## src/rtl/uart_fifo_pkg.sv

```systemverilog
package uart_fifo_pkg;

    // register window
    localparam logic [2:0] ADR_DATA = 3'd0;
    localparam logic [2:0] ADR_IEN  = 3'd1;
    localparam logic [2:0] ADR_IDF  = 3'd2;   // read: identification, write: queue control
    localparam logic [2:0] ADR_LST  = 3'd5;
    localparam logic [2:0] ADR_QCTL = 3'd6;   // queue control readback

    typedef enum logic [2:0] {
        IRQ_NONE = 3'd0,
        IRQ_THRE = 3'd1,
        IRQ_RXDA = 3'd2,
        IRQ_LINE = 3'd3
    } irq_id_e;

    // packed: line is bit 2, thre bit 1, rxda bit 0
    typedef struct packed {
        logic line;
        logic thre;
        logic rxda;
    } ien_t;

    function automatic logic [4:0] trig_chars(input logic [1:0] sel);
        case (sel)
            2'd0:    return 5'd1;
            2'd1:    return 5'd4;
            2'd2:    return 5'd8;
            default: return 5'd14;
        endcase
    endfunction

endpackage

```

## src/rtl/uf_byte_fifo.sv

```systemverilog
module uf_byte_fifo #(
    parameter int WIDTH = 8,
    parameter int DEPTH = 16
) (
    input  logic                          clk,
    input  logic                          rst_n,
    input  logic                          clr,
    input  logic                          push,
    input  logic [WIDTH-1:0]              wdata,
    input  logic                          pop,
    input  logic [$clog2(DEPTH+1)-1:0]    limit,
    output logic [WIDTH-1:0]              rdata,
    output logic [$clog2(DEPTH+1)-1:0]    count,
    output logic                          full,
    output logic                          empty
);
    localparam int AW   = $clog2(DEPTH);
    localparam int CW   = $clog2(DEPTH + 1);
    localparam bit POW2 = (DEPTH & (DEPTH - 1)) == 0;

    typedef struct packed {
        logic [AW-1:0] rd;
        logic [AW-1:0] wr;
        logic [CW-1:0] cnt;
    } fifo_st_t;

    fifo_st_t st_d, st_q;
    logic [WIDTH-1:0] mem_q [DEPTH];
    logic [AW-1:0] rd_inc, wr_inc;
    logic push_ok, pop_ok;

    generate
        if (POW2) begin : g_wrap_nat
            assign rd_inc = st_q.rd + 1'b1;
            assign wr_inc = st_q.wr + 1'b1;
        end else begin : g_wrap_cmp
            assign rd_inc = (st_q.rd == AW'(DEPTH - 1)) ? '0 : st_q.rd + 1'b1;
            assign wr_inc = (st_q.wr == AW'(DEPTH - 1)) ? '0 : st_q.wr + 1'b1;
        end
    endgenerate

    assign full    = (st_q.cnt >= limit);
    assign empty   = (st_q.cnt == '0);
    assign count   = st_q.cnt;
    assign rdata   = mem_q[st_q.rd];
    assign push_ok = push && !full && !clr;
    assign pop_ok  = pop && !empty && !clr;

    always_comb begin
        st_d = st_q;
        if (clr) begin
            st_d = '0;
        end else begin
            if (push_ok) st_d.wr = wr_inc;
            if (pop_ok)  st_d.rd = rd_inc;
            case ({push_ok, pop_ok})
                2'b10:   st_d.cnt = st_q.cnt + 1'b1;
                2'b01:   st_d.cnt = st_q.cnt - 1'b1;
                default: st_d.cnt = st_q.cnt;
            endcase
        end
    end

    always_ff @(posedge clk) begin
        if (!rst_n) st_q <= '0;
        else        st_q <= st_d;
    end

    always_ff @(posedge clk) begin
        if (push_ok) mem_q[st_q.wr] <= wdata;
    end

    // occupancy never exceeds the storage
    assert_no_overflow_R3: assert property (@(posedge clk) disable iff (!rst_n)
        st_q.cnt <= CW'(DEPTH));

    // a push into a full queue leaves the count unchanged
    assert_full_drop_R3: assert property (@(posedge clk) disable iff (!rst_n)
        (push && full && !pop && !clr) |=> $stable(st_q.cnt));

    // a clear strobe empties the queue in one cycle
    assert_clear_empties_R9: assert property (@(posedge clk) disable iff (!rst_n)
        clr |=> (count == '0));

endmodule

```

## src/rtl/uf_irq_prio.sv

```systemverilog
module uf_irq_prio
    import uart_fifo_pkg::*;
(
    input  ien_t    ien,
    input  logic    line_err,
    input  logic    rx_hit,
    input  logic    thre_live,
    output irq_id_e id,
    output logic    pending
);
    // later assignments override earlier ones: line > rx > tx
    always_comb begin
        id = IRQ_NONE;
        if (ien.thre && thre_live) id = IRQ_THRE;
        if (ien.rxda && rx_hit)    id = IRQ_RXDA;
        if (ien.line && line_err)  id = IRQ_LINE;
    end

    assign pending = (id != IRQ_NONE);

endmodule

```

## src/rtl/uart_fifo_irq.sv

```systemverilog
module uart_fifo_irq
    import uart_fifo_pkg::*;
#(
    parameter int DATA_W     = 8,
    parameter int FIFO_DEPTH = 16
) (
    input  logic              clk,
    input  logic              rst_n,
    input  logic [2:0]        bus_addr,
    input  logic              bus_wr,
    input  logic              bus_rd,
    input  logic [DATA_W-1:0] bus_wdata,
    output logic [DATA_W-1:0] bus_rdata,
    input  logic              rx_push,
    input  logic [DATA_W-1:0] rx_push_data,
    output logic              rx_space,
    input  logic              tx_pop,
    output logic [DATA_W-1:0] tx_data,
    output logic              tx_avail,
    input  logic              line_err_in,
    output logic              irq
);
    localparam int CW = $clog2(FIFO_DEPTH + 1);

    typedef struct packed {
        ien_t              ien;
        logic              fifo_en;
        logic [1:0]        trig;
        logic              thre_pend;
        logic [DATA_W-1:0] rx_last;
    } ctl_t;

    ctl_t ctl_d, ctl_q;

    logic wr_data, wr_ien, wr_qctl, rd_data, rd_idf;
    logic en_change, rx_clr, tx_clr;
    logic [CW-1:0] q_limit, rx_level;
    logic [CW-1:0] rx_cnt, tx_cnt;
    logic rx_full, rx_empty, tx_full, tx_empty;
    logic [DATA_W-1:0] rx_head;
    logic rx_hit, thre_live, thre_arm, tx_going_empty;
    logic tx_push_ok, tx_pop_ok;
    irq_id_e irq_id;
    logic irq_pend;

    // ---------------- bus decode ----------------
    assign wr_data   = bus_wr && (bus_addr == ADR_DATA);
    assign wr_ien    = bus_wr && (bus_addr == ADR_IEN);
    assign wr_qctl   = bus_wr && (bus_addr == ADR_IDF);
    assign rd_data   = bus_rd && (bus_addr == ADR_DATA);
    assign rd_idf    = bus_rd && (bus_addr == ADR_IDF);

    assign en_change = wr_qctl && (bus_wdata[0] != ctl_q.fifo_en);
    assign rx_clr    = wr_qctl && (bus_wdata[1] || en_change);
    assign tx_clr    = wr_qctl && (bus_wdata[2] || en_change);

    assign q_limit   = ctl_q.fifo_en ? CW'(FIFO_DEPTH) : CW'(1);
    assign rx_level  = ctl_q.fifo_en ? CW'(trig_chars(ctl_q.trig)) : CW'(1);

    // ---------------- queues ----------------
    uf_byte_fifo #(.WIDTH(DATA_W), .DEPTH(FIFO_DEPTH)) u_txq (
        .clk   (clk),
        .rst_n (rst_n),
        .clr   (tx_clr),
        .push  (wr_data),
        .wdata (bus_wdata),
        .pop   (tx_pop),
        .limit (q_limit),
        .rdata (tx_data),
        .count (tx_cnt),
        .full  (tx_full),
        .empty (tx_empty)
    );

    uf_byte_fifo #(.WIDTH(DATA_W), .DEPTH(FIFO_DEPTH)) u_rxq (
        .clk   (clk),
        .rst_n (rst_n),
        .clr   (rx_clr),
        .push  (rx_push),
        .wdata (rx_push_data),
        .pop   (rd_data),
        .limit (q_limit),
        .rdata (rx_head),
        .count (rx_cnt),
        .full  (rx_full),
        .empty (rx_empty)
    );

    assign rx_space  = !rx_full;
    assign tx_avail  = !tx_empty;

    // ---------------- interrupt sources ----------------
    assign rx_hit         = (rx_cnt >= rx_level);
    assign thre_live      = ctl_q.thre_pend && tx_empty;
    assign tx_push_ok     = wr_data && !tx_full;
    assign tx_pop_ok      = tx_pop && !tx_empty;
    assign tx_going_empty = (tx_clr && !tx_empty)
                         || (tx_pop_ok && (tx_cnt == CW'(1)) && !tx_push_ok);
    assign thre_arm       = wr_ien && bus_wdata[1] && !ctl_q.ien.thre && tx_empty;

    uf_irq_prio u_prio (
        .ien       (ctl_q.ien),
        .line_err  (line_err_in),
        .rx_hit    (rx_hit),
        .thre_live (thre_live),
        .id        (irq_id),
        .pending   (irq_pend)
    );

    assign irq = irq_pend;

    // ---------------- next state ----------------
    always_comb begin
        ctl_d = ctl_q;
        if (wr_ien) ctl_d.ien = ien_t'(bus_wdata[2:0]);
        if (rd_idf && (irq_id == IRQ_THRE)) ctl_d.thre_pend = 1'b0;
        if (thre_arm || tx_going_empty)     ctl_d.thre_pend = 1'b1;
        if (wr_qctl) begin
            ctl_d.fifo_en = bus_wdata[0];
            ctl_d.trig    = bus_wdata[7:6];
        end
        if (rd_data && !rx_empty) ctl_d.rx_last = rx_head;
    end

    always_ff @(posedge clk) begin
        if (!rst_n) ctl_q <= '0;
        else        ctl_q <= ctl_d;
    end

    // ---------------- read mux ----------------
    always_comb begin
        bus_rdata = '0;
        case (bus_addr)
            ADR_DATA: bus_rdata = rx_empty ? ctl_q.rx_last : rx_head;
            ADR_IEN:  bus_rdata = DATA_W'({5'b0, ctl_q.ien});
            ADR_IDF:  bus_rdata = DATA_W'({{2{ctl_q.fifo_en}}, 2'b00, irq_id, !irq_pend});
            ADR_LST:  bus_rdata = DATA_W'({2'b00, tx_empty, 4'b0000, !rx_empty});
            ADR_QCTL: bus_rdata = DATA_W'({ctl_q.trig, 5'b00000, ctl_q.fifo_en});
            default:  bus_rdata = '0;
        endcase
    end

    // ---------------- assertions ----------------
    // receive level reached with the source enabled shows ID 2 unless line error outranks it
    assert_rx_trigger_R6: assert property (@(posedge clk) disable iff (!rst_n)
        (ctl_q.ien.rxda && rx_hit && !(ctl_q.ien.line && line_err_in)) |-> (irq_id == IRQ_RXDA));

    // reading identification while it shows ID 1 disarms the transmit source
    assert_thre_disarm_R8: assert property (@(posedge clk) disable iff (!rst_n)
        (rd_idf && (irq_id == IRQ_THRE) && !tx_going_empty) |=> (irq_id != IRQ_THRE));

    // the no-pending bit of identification is the inverse of the interrupt pin
    assert_nopend_bit_R7: assert property (@(posedge clk) disable iff (!rst_n)
        rd_idf |-> (bus_rdata[0] == !irq));

    // reading an empty receive queue keeps the last byte read
    assert_empty_read_R5: assert property (@(posedge clk) disable iff (!rst_n)
        (rd_data && rx_empty) |=> $stable(ctl_q.rx_last));

    // character mode never holds more than one byte per queue
    assert_char_mode_R4: assert property (@(posedge clk) disable iff (!rst_n)
        !ctl_q.fifo_en |-> ((rx_cnt <= CW'(1)) && (tx_cnt <= CW'(1))));

endmodule

```

## config.mk

```make
export PLATFORM = sky130hd
export DESIGN_NAME = uart_fifo_irq
export DESIGN_NICKNAME = d
export VERILOG_FILES = /design/src/rtl/uart_fifo_pkg.sv /design/src/rtl/uf_byte_fifo.sv /design/src/rtl/uf_irq_prio.sv /design/src/rtl/uart_fifo_irq.sv
export SDC_FILE = /design/constraint.sdc
export NUM_CORES = 1
export LEC_CHECK = 0
export BUFFER_PORTS_ARGS = -buffer_cell sky130_fd_sc_hd__buf_2
export CAP_MARGIN = 20
export CORE_ASPECT_RATIO = 0.75
export CORE_MARGIN = 2
export CORE_UTILIZATION = 56
export DETAILED_ROUTE_END_ITERATION = 16
export GPL_ROUTABILITY_DRIVEN = 0
export PLACE_DENSITY = 0.83
export SLEW_MARGIN = 20
export SYNTH_ARGS = -nofsm -noshare
export SYNTH_HDL_FRONTEND = slang
export SYNTH_HIERARCHICAL = 1
export SYNTH_SLANG_ARGS = --single-unit
```

## constraint.sdc

```tcl
create_clock -name clk -period 2.9 [get_ports clk]
set_clock_uncertainty 0.05 [all_clocks]
set_input_delay 0.145 -clock clk [delete_from_list [all_inputs] [get_ports clk]]
set_output_delay 0.145 -clock clk [all_outputs]
set_load 0.02 [all_outputs]
```

==> flow_metrics.py, run 1 <==
metrics = {
    "power": {
        "finalPower_uw": 9800,
        "swShare": 0.212,
        "p_int_uw": 7730,
        "ir_drop_mv": 0.479,
        "p_per_area_mw_per_mm2": 631,
        "clkPwrFrac": 0.425,
        "p_leak_uw": 0.00530,
        "power_frac_seq": 0.493,
        "switching_power_uw": 2070,
        "p_comb_frac": 0.083,
    },
    "worst_setup_path": {
        "worstSetupStartpointType": "flop",
        "end_kind": "output port",
        "reg2reg_depth": 14,
        "slowest_delay_ns": 0.55,
        "rr_startpoint": "ctl_q[11]",
        "crit_path_max_fanout": 6,
        "crit_buf_inv": 2,
        "cp.required_ns": 2.71,
        "arrival_ns": 2.93,
        "crit_type": "flop to output port",
        "cpLargestDelayFamily": "multiplexers",
        "cpMostUsedCell": "mux4_2",
        "r2r_slack_ns": 0.10,
        "cp_slowest_cell": "mux4_2",
        "crit_chain": "buf_12, mux4_2, mux4_2, mux2i_1, nor3_1, a31oi_1, nor2_1, buf_2",
        "reg2reg_to": "u_rxq/count[2]",
    },
    "place": {
        "hpwlAfterDp_microns": 17700,
        "io_buffers": 44,
        "pre_cts_slack_ns": 0.0805,
        "dpl.cell_count": 1141,
    },
    "synth": {
        "ys_ff_latch": 305,
        "ys.flop_type": "edfxtp_1",
        "synth.distinct_cells": 54,
        "synth_edf_count": 256,
        "ys.warnings.count": 6,
        "yosys.area.top_type_share": 0.582,
        "synth.area.top_cells": "edfxtp_1, mux4_2, dfxtp_1",
        "ys_seq_area_frac": 0.657,
        "synthCells": 775,
        "syn_area_per_cell_sq_um": 17.0,
        "yosysTopAreaCell": "edfxtp_1",
        "synth_area_sq_mm": 0.0132,
        "yosys.cell_count.top_type": "edfxtp_1",
        "synthArstFlopShare": 0,
        "synth_common_cells": "edfxtp_1, mux4_2, dfxtp_1",
    },
    "floorplanning": {
        "fp.dieW_microns": 181,
        "std_cell_rows": 48,
        "die_area_sq_mm": 0.0248,
        "die_h_microns": 137,
        "coreArea_sq_mm": 0.0231,
        "io_pins": 45,
        "start_util": 0.572,
    },
    "run_status": {
        "violations": "setup timing",
        "status": "complete, but fails checks",
    },
    "sta": {
        "holdWs_ns": 0.0434,
        "worst_pin_slew_ns": 0.788,
        "fmax_mhz": 320,
        "slew_violations": 0,
        "rsz0062_at_grt": "true",
        "finalHoldViolCount": 0,
        "finalSetupViolCount": 8,
        "setup_ws_ns": -0.226,
        "min_period_ns": 3.13,
        "max-slew-margin-rel": 0.473,
        "fin_crit_sh": 1.08,
        "fin_tns_setup_ns": -1.14,
    },
    "min_path": {
        "min_to": "ctl_q[8]",
        "hold_depth": 4,
        "hp-class": "input port to flop",
        "min-delay-start": "bus_wr",
    },
    "global_routing": {
        "antenna_found_initial": 0,
        "globalRouteOverflowTotal": 0,
        "grt_pass1_wl_microns": 42400,
        "grt_pass1_vias": 7153,
        "grt_max_degree": 33,
        "grt.total_usage": 0.228,
    },
    "cells_and_area": {
        "drive_gt1_frac": 0.291,
        "fillers": 1450,
        "nets": 956,
        "antennaDiodeCount": 0,
        "layout.cells.non_filler": 1222,
        "synthToLayoutAreaGrowth_pct": 17.6,
    },
    "job": {
        "maxCapViolations": 0,
    },
    "routing": {
        "dr.first_iter.drc_count": 853,
        "drtPass1Iterations": 5,
        "routedWlPerCell_microns": 23.0,
        "drc": 0,
        "via_per_inst": 6.04,
        "drtAntennaViolNets": 0,
        "routed_wl_microns": 28100,
        "num_vias": 7380,
    },
    "clocking": {
        "clk_latency_ns": 0.55,
        "cts_buffer_depth": 3,
        "cts_tree": "yes",
        "cts_num_sinks": 305,
        "root_buffer": "clkbuf_16",
        "clk_pin_slew_ns": 0.06,
        "cts_max_level": 1,
        "cts-buffers-inserted": 29,
    },
}
-- power groups by stage --
stage	Sequential, uW	Combinational (uW)	Clock, uW
after floorplan	4910	492	0
after global placement	4920	698	0
after detailed placement	4920	716	0
after CTS	4830	765	4210
after global routing	4830	862	4370
final	4830	810	4160
-- cell usage in the layout, fill, tap and decap left out, types with 4 or more instances in the layout --
cell / n
a21o_1: 6
a21oi_1: 11
a21oi_2: 6
a22oi_1: 4
buf_2: 39
buf_4: 75
buf_6: 6
bufinv_16: 8
clkbuf_1: 7
clkbuf_16: 29
conb_1: 7
dfxtp_1: 44
dfxtp_2: 4
dlygate4sd3_1: 16
edfxtp_1: 256
ha_1: 26
inv_1: 19
mux2i_1: 22
mux2i_2: 4
mux4_1: 19
mux4_2: 61
nand2_1: 24
nand2b_1: 12
nand2b_4: 5
nand4_1: 4
nor2_1: 46
nor2b_1: 24
nor3_1: 19
o2111ai_1: 6
o21ai_0: 11
o21ai_1: 7
or3_1: 8
xnor2_1: 8
xor2_1: 11
-- area by class of cell --
| type | instances | area, sq um | area share |
|---|---|---|---|
| Clock buffer | 36 | 752 | 0.0485 |
| Clock inverter | 17 | 300 | 0.0193 |
| Inverter | 19 | 71.3 | 0.00460 |
| Multi-Input combinational cell | 403 | 4230 | 0.272 |
| Sequential cell | 305 | 8680 | 0.559 |
| Tap cell | 300 | 375 | 0.0242 |
| Timing Repair Buffer | 142 | 1120 | 0.0719 |
-- worst max-delay path by stage --
stage,startpoint,end,slack (ns),cells after the start
2_1_floorplan,ctl_q[11],u_rxq/count[2],0.006,15
3_3_place_gp,ctl_q[11],bus_rdata[0],0.19,13
3_5_place_dp,ctl_q[11],u_rxq/count[2],0.08,13
4_1_cts,ctl_q[11],bus_rdata[0],-0.22,13
5_1_grt,ctl_q[11],bus_rdata[0],-0.30,13
6_report,flop,bus_rdata[5],-0.23,8
-- kinds of logic after synthesis --
family	share of synthesized area
XOR/XNOR	0.0126
AND/OR/NAND/NOR	0.0645
multiplexers	0.164
adder cells (fa/ha/maj)	0.0284
other	0.000569
flip-flops	0.657
AO/OA/AOI/OAI	0.0395
buffers and inverters	0.0336
-- flip-flops by register name, indices dropped and copies added (netlist names), named ones only --
| name | flops |
|---|---|
| u_txq/count | 5 |
| u_rxq/mem_q | 128 |
| u_txq/st_q | 8 |
| u_rxq/count | 5 |
| u_txq/mem_q | 128 |
| ctl_q | 15 |
| u_rxq/st_q | 8 |
-- timing repair --
item / 4_1_cts / 5_1_grt
pin swaps: 10 / 11
hold buffers: 16 / 0
endpoints found under the hold margin: 234 / 0
cloned: 2 / 0
gates resized for setup: 27 / 23
buffers inserted: 6 / 5
endpoints found under the setup margin: 9 / 13
-- layer usage --
metal,part of all wire,vias up,global-route usage
met4,0.024,0,0.0650
met5,0,-,0
li1,-,3284,-
met2,0.46,350,0.348
met1,0.44,3688,0.341
met3,0.079,58,0.0402
-- tightest hold or removal path, stage by stage --
cell	delay, ns
buf_2	0.12
nand3b_1	0.08
a31o_1	0.15
a22o_1	0.11
-- through the flow --
step | util | area, sq um
final | 0.673 | 15500
after global routing | 0.673 | 15500
after CTS | 0.668 | 15400
after detailed placement | 0.610 | 14100
after global placement | 0.610 | 14100
after floorplan | - | 13300
Note: power is estimated with default switching activity, not from simulation.
==> run 2, diff against run 1 <==
--- a/config.mk
+++ b/config.mk
@@ -5,6 +5,7 @@
 export SDC_FILE = /design/constraint.sdc
 export NUM_CORES = 1
 export LEC_CHECK = 0
+export ABC_AREA = 1
 export BUFFER_PORTS_ARGS = -buffer_cell sky130_fd_sc_hd__buf_2
 export CAP_MARGIN = 20
 export CORE_ASPECT_RATIO = 0.75
==> run 2 against run 1 <==
Net effect: the run now ends clean; setup slack better by 0.33 ns; global-route usage is 1.3 points higher; synthesized area is 5.1% higher; register-to-register slack better by 0.14 ns; synthesized cell count is 72% higher; critical path type unchanged.
==> flow_metrics.py, run 2 <==
metrics = {
    "synth": {
        "synth_top_family_by_area": "simple AND/OR/NAND/NOR gates",
        "synth.distinct_cells": 33,
        "ys.warnings.count": 6,
        "synth.area.top_cells": "edfxtp_1, dfxtp_1, inv_1",
        "yosys.cell_count.top_type": "edfxtp_1",
        "ys.flop_type": "edfxtp_1",
        "synth_common_cells": "edfxtp_1, inv_1, nand2_1",
        "synth_edf_count": 256,
        "yosys.area_share.adder": 0.0271,
        "synth_area_sq_mm": 0.0139,
        "ys_seq_area_frac": 0.625,
        "yosys.area.top_type_share": 0.554,
        "yosys.area_share.simple": 0.135,
        "synthArstFlopShare": 0,
        "ys_ff_latch": 305,
        "synth_mux_area_frac": 0,
        "yosysTopAreaCell": "edfxtp_1",
        "syn_area_per_cell_sq_um": 10.4,
        "synth_xor_area_frac": 0.00631,
        "synthCells": 1333,
        "synth_compound_area_frac": 0.115,
    },
    "job": {
        "maxCapViolations": 0,
    },
    "routing": {
        "dr.max_layer_used": "met4",
        "drtPass1Iterations": 5,
        "via_per_inst": 5.66,
        "routed_wl_microns": 32400,
        "dr_wl_met2_microns": 14400,
        "num_vias": 10100,
        "dr_wl_met3_microns": 3440,
        "routedWlPerCell_microns": 18.2,
        "drtAntennaViolNets": 0,
        "dr.first_iter.drc_count": 1225,
        "wl_met1_microns": 13700,
        "drc": 0,
    },
    "power": {
        "p_int_uw": 7430,
        "p_per_area_mw_per_mm2": 674,
        "switching_power_uw": 3180,
        "swShare": 0.300,
        "clkPwrFrac": 0.329,
        "p_comb_frac": 0.195,
        "ir_drop_mv": 0.481,
        "p_leak_uw": 0.00615,
        "power_frac_seq": 0.477,
    },
    "place": {
        "io_buffers": 44,
        "postPlaceCellArea_sq_mm": 0.0146,
        "hpwlAfterDp_microns": 20900,
    },
    "run_status": {
        "status": "finished clean",
    },
    "worst_setup_path": {
        "end_kind": "output port",
        "crit_path_max_fanout": 20,
        "r2r_slack_ns": 0.24,
        "reg2reg_to": "u_txq/count[4]",
        "reg2reg_depth": 19,
        "crit_type": "flop to output port",
        "worstSetupStartpointType": "flop",
        "arrival_ns": 2.60,
        "cp.required_ns": 2.71,
        "rr_startpoint": "ctl_q[11]",
    },
    "sta": {
        "fin_crit_sh": 0.962,
        "slew_violations": 0,
        "worst_pin_slew_ns": 0.671,
        "fmax_mhz": 358,
        "max-slew-margin-rel": 0.552,
        "min_period_ns": 2.79,
        "finalSetupViolCount": 0,
        "finalHoldViolCount": 0,
        "holdWs_ns": 0.0188,
    },
    "cells_and_area": {
        "antennaDiodeCount": 0,
        "postLayoutCellArea_sq_mm": 0.0157,
        "largestRegisters": "u_rxq/mem_q: 128 flops, u_txq/mem_q: 128 flops, ctl_q: 15 flops",
        "synthToLayoutAreaGrowth_pct": 13.5,
        "fillers": 1773,
        "final_common_cell": "edfxtp_1",
        "final_cell_mix": "edfxtp_1, inv_1, nand2_1, nand3_1, a21oi_1",
        "nets": 1480,
        "drive_gt1_frac": 0.122,
        "final_util": 0.652,
    },
    "floorplanning": {
        "die_area_sq_mm": 0.0261,
        "io_pins": 45,
        "die_h_microns": 140,
        "fp.dieW_microns": 186,
        "start_util": 0.574,
        "coreArea_sq_mm": 0.0242,
        "std_cell_rows": 49,
    },
    "clocking": {
        "cts_max_level": 1,
        "cts_num_sinks": 305,
        "clk_pin_slew_ns": 0.07,
        "cts_buffer_depth": 3,
        "cts-buffers-inserted": 28,
        "clk_latency_ns": 0.56,
        "cts_tree": "yes",
        "root_buffer": "clkbuf_16",
    },
    "global_routing": {
        "grt_pass1_vias": 9029,
        "grt_max_degree": 69,
        "grt_pass1_wl_microns": 48500,
        "globalRouteOverflowTotal": 0,
        "grt.total_usage": 0.241,
        "antenna_found_initial": 0,
    },
    "min_path": {
        "hp-class": "input port to flop",
        "min-delay-start": "bus_wdata[7]",
        "hold_depth": 1,
        "min_to": "u_txq/mem_q[7][7]",
    },
}
==> run 2: cell count changes in the layout (fill, tap and decap cells not counted), sizes merged, moves of 26 or more <==
cell / delta
nand3: +125
mux2i: -26
o21ai: +84
nand2: +183
inv: +209
o211ai: +65
a21oi: +88
buf: -28
mux4: -80
==> run 2: area by class of cell <==
type                    count  area (sq um)  share of cell area
clock buffers              31           712              0.0452
clock inverters            21           145             0.00922
inverters                 230           873              0.0555
multi-input cells         740          3990               0.253
flip-flops and latches    305          8680               0.552
well taps                 331           414              0.0263
repair buffers            119           928              0.0590
==> run 2: logic make-up (layout without fill, tap and decap cells) <==
| group | Yosys count | in the layout |
|---|---|---|
| simple gates | 411 | 411 |
| flops | 305 | 305 |
| buf+inv | 293 | 401 |
| compound gates | 282 | 282 |
| fa+ha+maj | 30 | 30 |
| xor+xnor | 10 | 10 |
| other cells | 2 | 7 |
==> run 2: critical path: stages, from the launching register on <==
cell,delay [ns]
dfxtp_4,0.43
buf_6,0.19
o21ai_0,0.37
nand3_1,0.15
nand3_1,0.15
nand2_1,0.09
nand2_1,0.09
o21ai_0,0.12
a22o_1,0.27
buf_2,0.17
==> run 2: timing repair <==
action / 4_1_cts / 5_1_grt
buffers inserted: 0 / 3
hold endpoints to repair: 191 / 0
resized for setup: 3 / 14
cloned: 0 / 1
setup endpoints to repair: 4 / 10
pin swaps: 0 / 2
hold buffers: 19 / 0
==> run 2: worst max path at each step <==
stage	slack, ns	end	start	depth (start not counted)
3_5_place_dp	0.07	u_txq/count[4]	ctl_q[11]	19
5_1_grt	-0.003	bus_rdata[6]	flop	9
4_1_cts	0.01	bus_rdata[0]	u_rxq/count[0]	12
6_report	0.11	bus_rdata[5]	flop	9
2_1_floorplan	0.37	u_txq/count[4]	ctl_q[11]	17
3_3_place_gp	0.20	u_txq/count[4]	ctl_q[11]	19
==> run 2: power groups by stage <==
stage / clock [uW] / combinational, uW / sequential, uW
floorplan: 0 / 1580 / 5020
global placement: 0 / 1890 / 5140
detailed placement: 0 / 1970 / 5150
CTS: 3510 / 2000 / 5060
global route: 3690 / 2280 / 5080
finish: 3490 / 2070 / 5060
==> run 2: metrics by stage <==
step	worst slack (ns)	instances	TNS (ns)	total power, uW
final	0.109	1777	0	10600
after CTS	0.0110	1773	0	10600
after global routing	-0.00312	1777	-0.00312	11100
after detailed placement	0.0721	1702	0	7120
after floorplan	0.367	1338	0	6610
after global placement	0.200	1702	0	7030
==> run 2: routing by layer <==
metal | vias to the layer above | global-route usage
met4 | 0 | 0.0539
met3 | 75 | 0.0481
li1 | 4711 | -
met1 | 4717 | 0.369
met2 | 560 | 0.357
met5 | - | 0
==> run 3, diff against run 2 <==
--- a/config.mk
+++ b/config.mk
@@ -5,7 +5,6 @@
 export SDC_FILE = /design/constraint.sdc
 export NUM_CORES = 1
 export LEC_CHECK = 0
-export ABC_AREA = 1
 export BUFFER_PORTS_ARGS = -buffer_cell sky130_fd_sc_hd__buf_2
 export CAP_MARGIN = 20
 export CORE_ASPECT_RATIO = 0.75
@@ -13,6 +12,7 @@
 export CORE_UTILIZATION = 56
 export DETAILED_ROUTE_END_ITERATION = 16
 export GPL_ROUTABILITY_DRIVEN = 0
+export HOLD_SLACK_MARGIN = 0.15
 export PLACE_DENSITY = 0.83
 export SLEW_MARGIN = 20
 export SYNTH_ARGS = -nofsm -noshare
==> run 3 against run 2 <==
Net effect: the flow now finishes with violations (setup timing); register-to-register slack got worse by 0.13 ns; global-route usage decreased by 1.2 points; hold slack improved by 0.45 ns; critical path depth decreased by 1; clock power increased by 19%; sequential power decreased by 4.5%; setup slack got worse by 0.34 ns; critical endpoint unchanged; largest power group unchanged.
==> flow_metrics.py, run 3 (same netlist as run 1, synthesis figures left out) <==
metrics = {
    "job": {
        "maxCapViolations": 0,
    },
    "cells_and_area": {
        "antennaDiodeCount": 0,
        "final_util": 0.679,
        "drive_gt1_frac": 0.288,
        "nets": 969,
        "layout.cells.non_filler": 1235,
        "synthToLayoutAreaGrowth_pct": 18.6,
        "final_cell_mix": "edfxtp_1, buf_4, mux4_2, nor2_1, dfxtp_1",
        "postLayoutCellArea_sq_mm": 0.0157,
        "largestRegisters": "u_rxq/mem_q: 128 flops, u_txq/mem_q: 128 flops, ctl_q: 15 flops",
        "final_common_cell": "edfxtp_1",
    },
    "routing": {
        "drtAntennaViolNets": 0,
        "routedWlPerCell_microns": 23.0,
        "drtPass1Iterations": 5,
        "wl_met1_microns": 12200,
        "drc": 0,
        "dr_wl_met2_microns": 13000,
        "dr_wl_met3_microns": 2380,
        "dr.first_iter.drc_count": 848,
        "num_vias": 7479,
        "via_per_inst": 6.06,
        "routed_wl_microns": 28400,
        "dr.max_layer_used": "met4",
    },
    "floorplanning": {
        "std_cell_rows": 48,
        "start_util": 0.572,
        "io_pins": 45,
        "die_area_sq_mm": 0.0248,
        "fp.dieW_microns": 181,
        "die_h_microns": 137,
        "coreArea_sq_mm": 0.0231,
    },
    "worst_setup_path": {
        "cp_slowest_cell": "mux4_2",
        "cp-endpoint": "bus_rdata[5]",
        "crit_path_max_fanout": 6,
        "end_kind": "output port",
        "rr_startpoint": "ctl_q[11]",
        "reg2reg_to": "u_rxq/count[2]",
        "cpLargestDelayFamily": "multiplexers",
        "crit_buf_inv": 2,
        "cpMostUsedCell": "mux4_2",
        "crit_chain": "buf_12, mux4_2, mux4_2, mux2i_1, nor3_1, a31oi_1, nor2_1, buf_4",
        "reg2reg_depth": 14,
        "slowest_delay_ns": 0.55,
        "crit_type": "flop to output port",
        "worstSetupStartpointType": "flop",
        "arrival_ns": 2.93,
        "r2r_slack_ns": 0.11,
        "cp.depth": 8,
        "cp.required_ns": 2.71,
    },
    "global_routing": {
        "antenna_found_initial": 0,
        "grt_pass1_vias": 7242,
        "grt_max_degree": 33,
        "globalRouteOverflowTotal": 0,
        "grt.total_usage": 0.229,
        "grt_pass1_wl_microns": 42600,
    },
    "sta": {
        "slew_violations": 0,
        "fin_crit_sh": 1.08,
        "max-slew-margin-rel": 0.470,
        "worst_pin_slew_ns": 0.791,
        "fmax_mhz": 320,
        "min_period_ns": 3.13,
        "finalSetupViolCount": 8,
        "setup_ws_ns": -0.226,
        "holdWs_ns": 0.468,
        "rsz0062_at_grt": "true",
        "finalHoldViolCount": 0,
    },
    "power": {
        "ir_drop_mv": 0.480,
        "p_leak_uw": 0.00535,
        "p_per_area_mw_per_mm2": 627,
        "finalPower_uw": 9810,
    },
    "clocking": {
        "clk_latency_ns": 0.55,
        "cts_max_level": 1,
        "cts-buffers-inserted": 29,
        "root_buffer": "clkbuf_16",
        "cts_buffer_depth": 3,
        "cts_tree": "yes",
        "cts_num_sinks": 305,
        "clk_pin_slew_ns": 0.06,
    },
    "run_status": {
        "violations": "setup timing",
        "status": "complete, but fails checks",
    },
    "place": {
        "dpl.cell_count": 1141,
        "hpwlAfterDp_microns": 17700,
        "postPlaceCellArea_sq_mm": 0.0141,
        "io_buffers": 44,
    },
    "min_path": {
        "hp-class": "flop to flop",
        "min-delay-start": "ctl_q[1]",
    },
}
[run 3: how the worst min path moves through the flow]
| stage | to | slack, ns | depth (start not counted) |
|---|---|---|---|
| 2_1_floorplan | u_rxq/mem_q[0][0] | 0.19 | 0 |
| 3_3_place_gp | ctl_q[4] | 0.45 | 2 |
| 3_5_place_dp | ctl_q[1] | 0.45 | 2 |
| 4_1_cts | u_rxq/mem_q[12][2] | 0.46 | 2 |
| 5_1_grt | u_txq/mem_q[12][5] | 0.49 | 2 |
| 6_report | ctl_q[1] | 0.47 | 2 |
[run 3: per-layer routing]
layer,vias up,GRT usage
met3,71,0.0399
met4,0,0.0723
met5,-,0
met2,368,0.350
li1,3316,-
met1,3724,0.342
[run 3: metrics by stage]
| step | setup TNS (ns) | worst slack (ns) |
|---|---|---|
| floorplan | 0 | 0.00635 |
| global placement | 0 | 0.192 |
| detailed placement | 0 | 0.0805 |
| CTS | -1.18 | -0.218 |
| global route | -1.84 | -0.324 |
| finish | -1.20 | -0.226 |
[run 3: final cells by class]
cell class,instances,area (sq um)
clock buffers,36,752
multi-input cells,403,4230
inverters,19,71.3
clock inverters,17,300
well taps,300,375
flip-flops and latches,305,8680
repair buffers,155,1250
fillers,1438,7410
[run 3: worst min-delay path, stage by stage, from the launching register on]
cell,delay [ns]
dfxtp_1,0.33
mux2i_1,0.07
nor2b_1,0.09
[run 3: report_power, final]
| group | leakage [uW] | total [uW] | switching [uW] | internal [uW] |
|---|---|---|---|---|
| Clock | 0.000507 | 4160 | 1600 | 2560 |
| Sequential | 0.00270 | 4830 | 31.4 | 4800 |
| Combinational | 0.00214 | 824 | 443 | 380 |
| Total | 0.00535 | 9810 | 2070 | 7740 |
[run 3: what timing repair did]
item / 4_1_cts / 5_1_grt
buffers inserted: 6 / 5
endpoints found under the setup margin: 9 / 13
hold endpoints to repair: 276 / 0
cloned: 2 / 0
hold buffers: 29 / 0
pin swaps: 10 / 12
resized for setup: 27 / 25
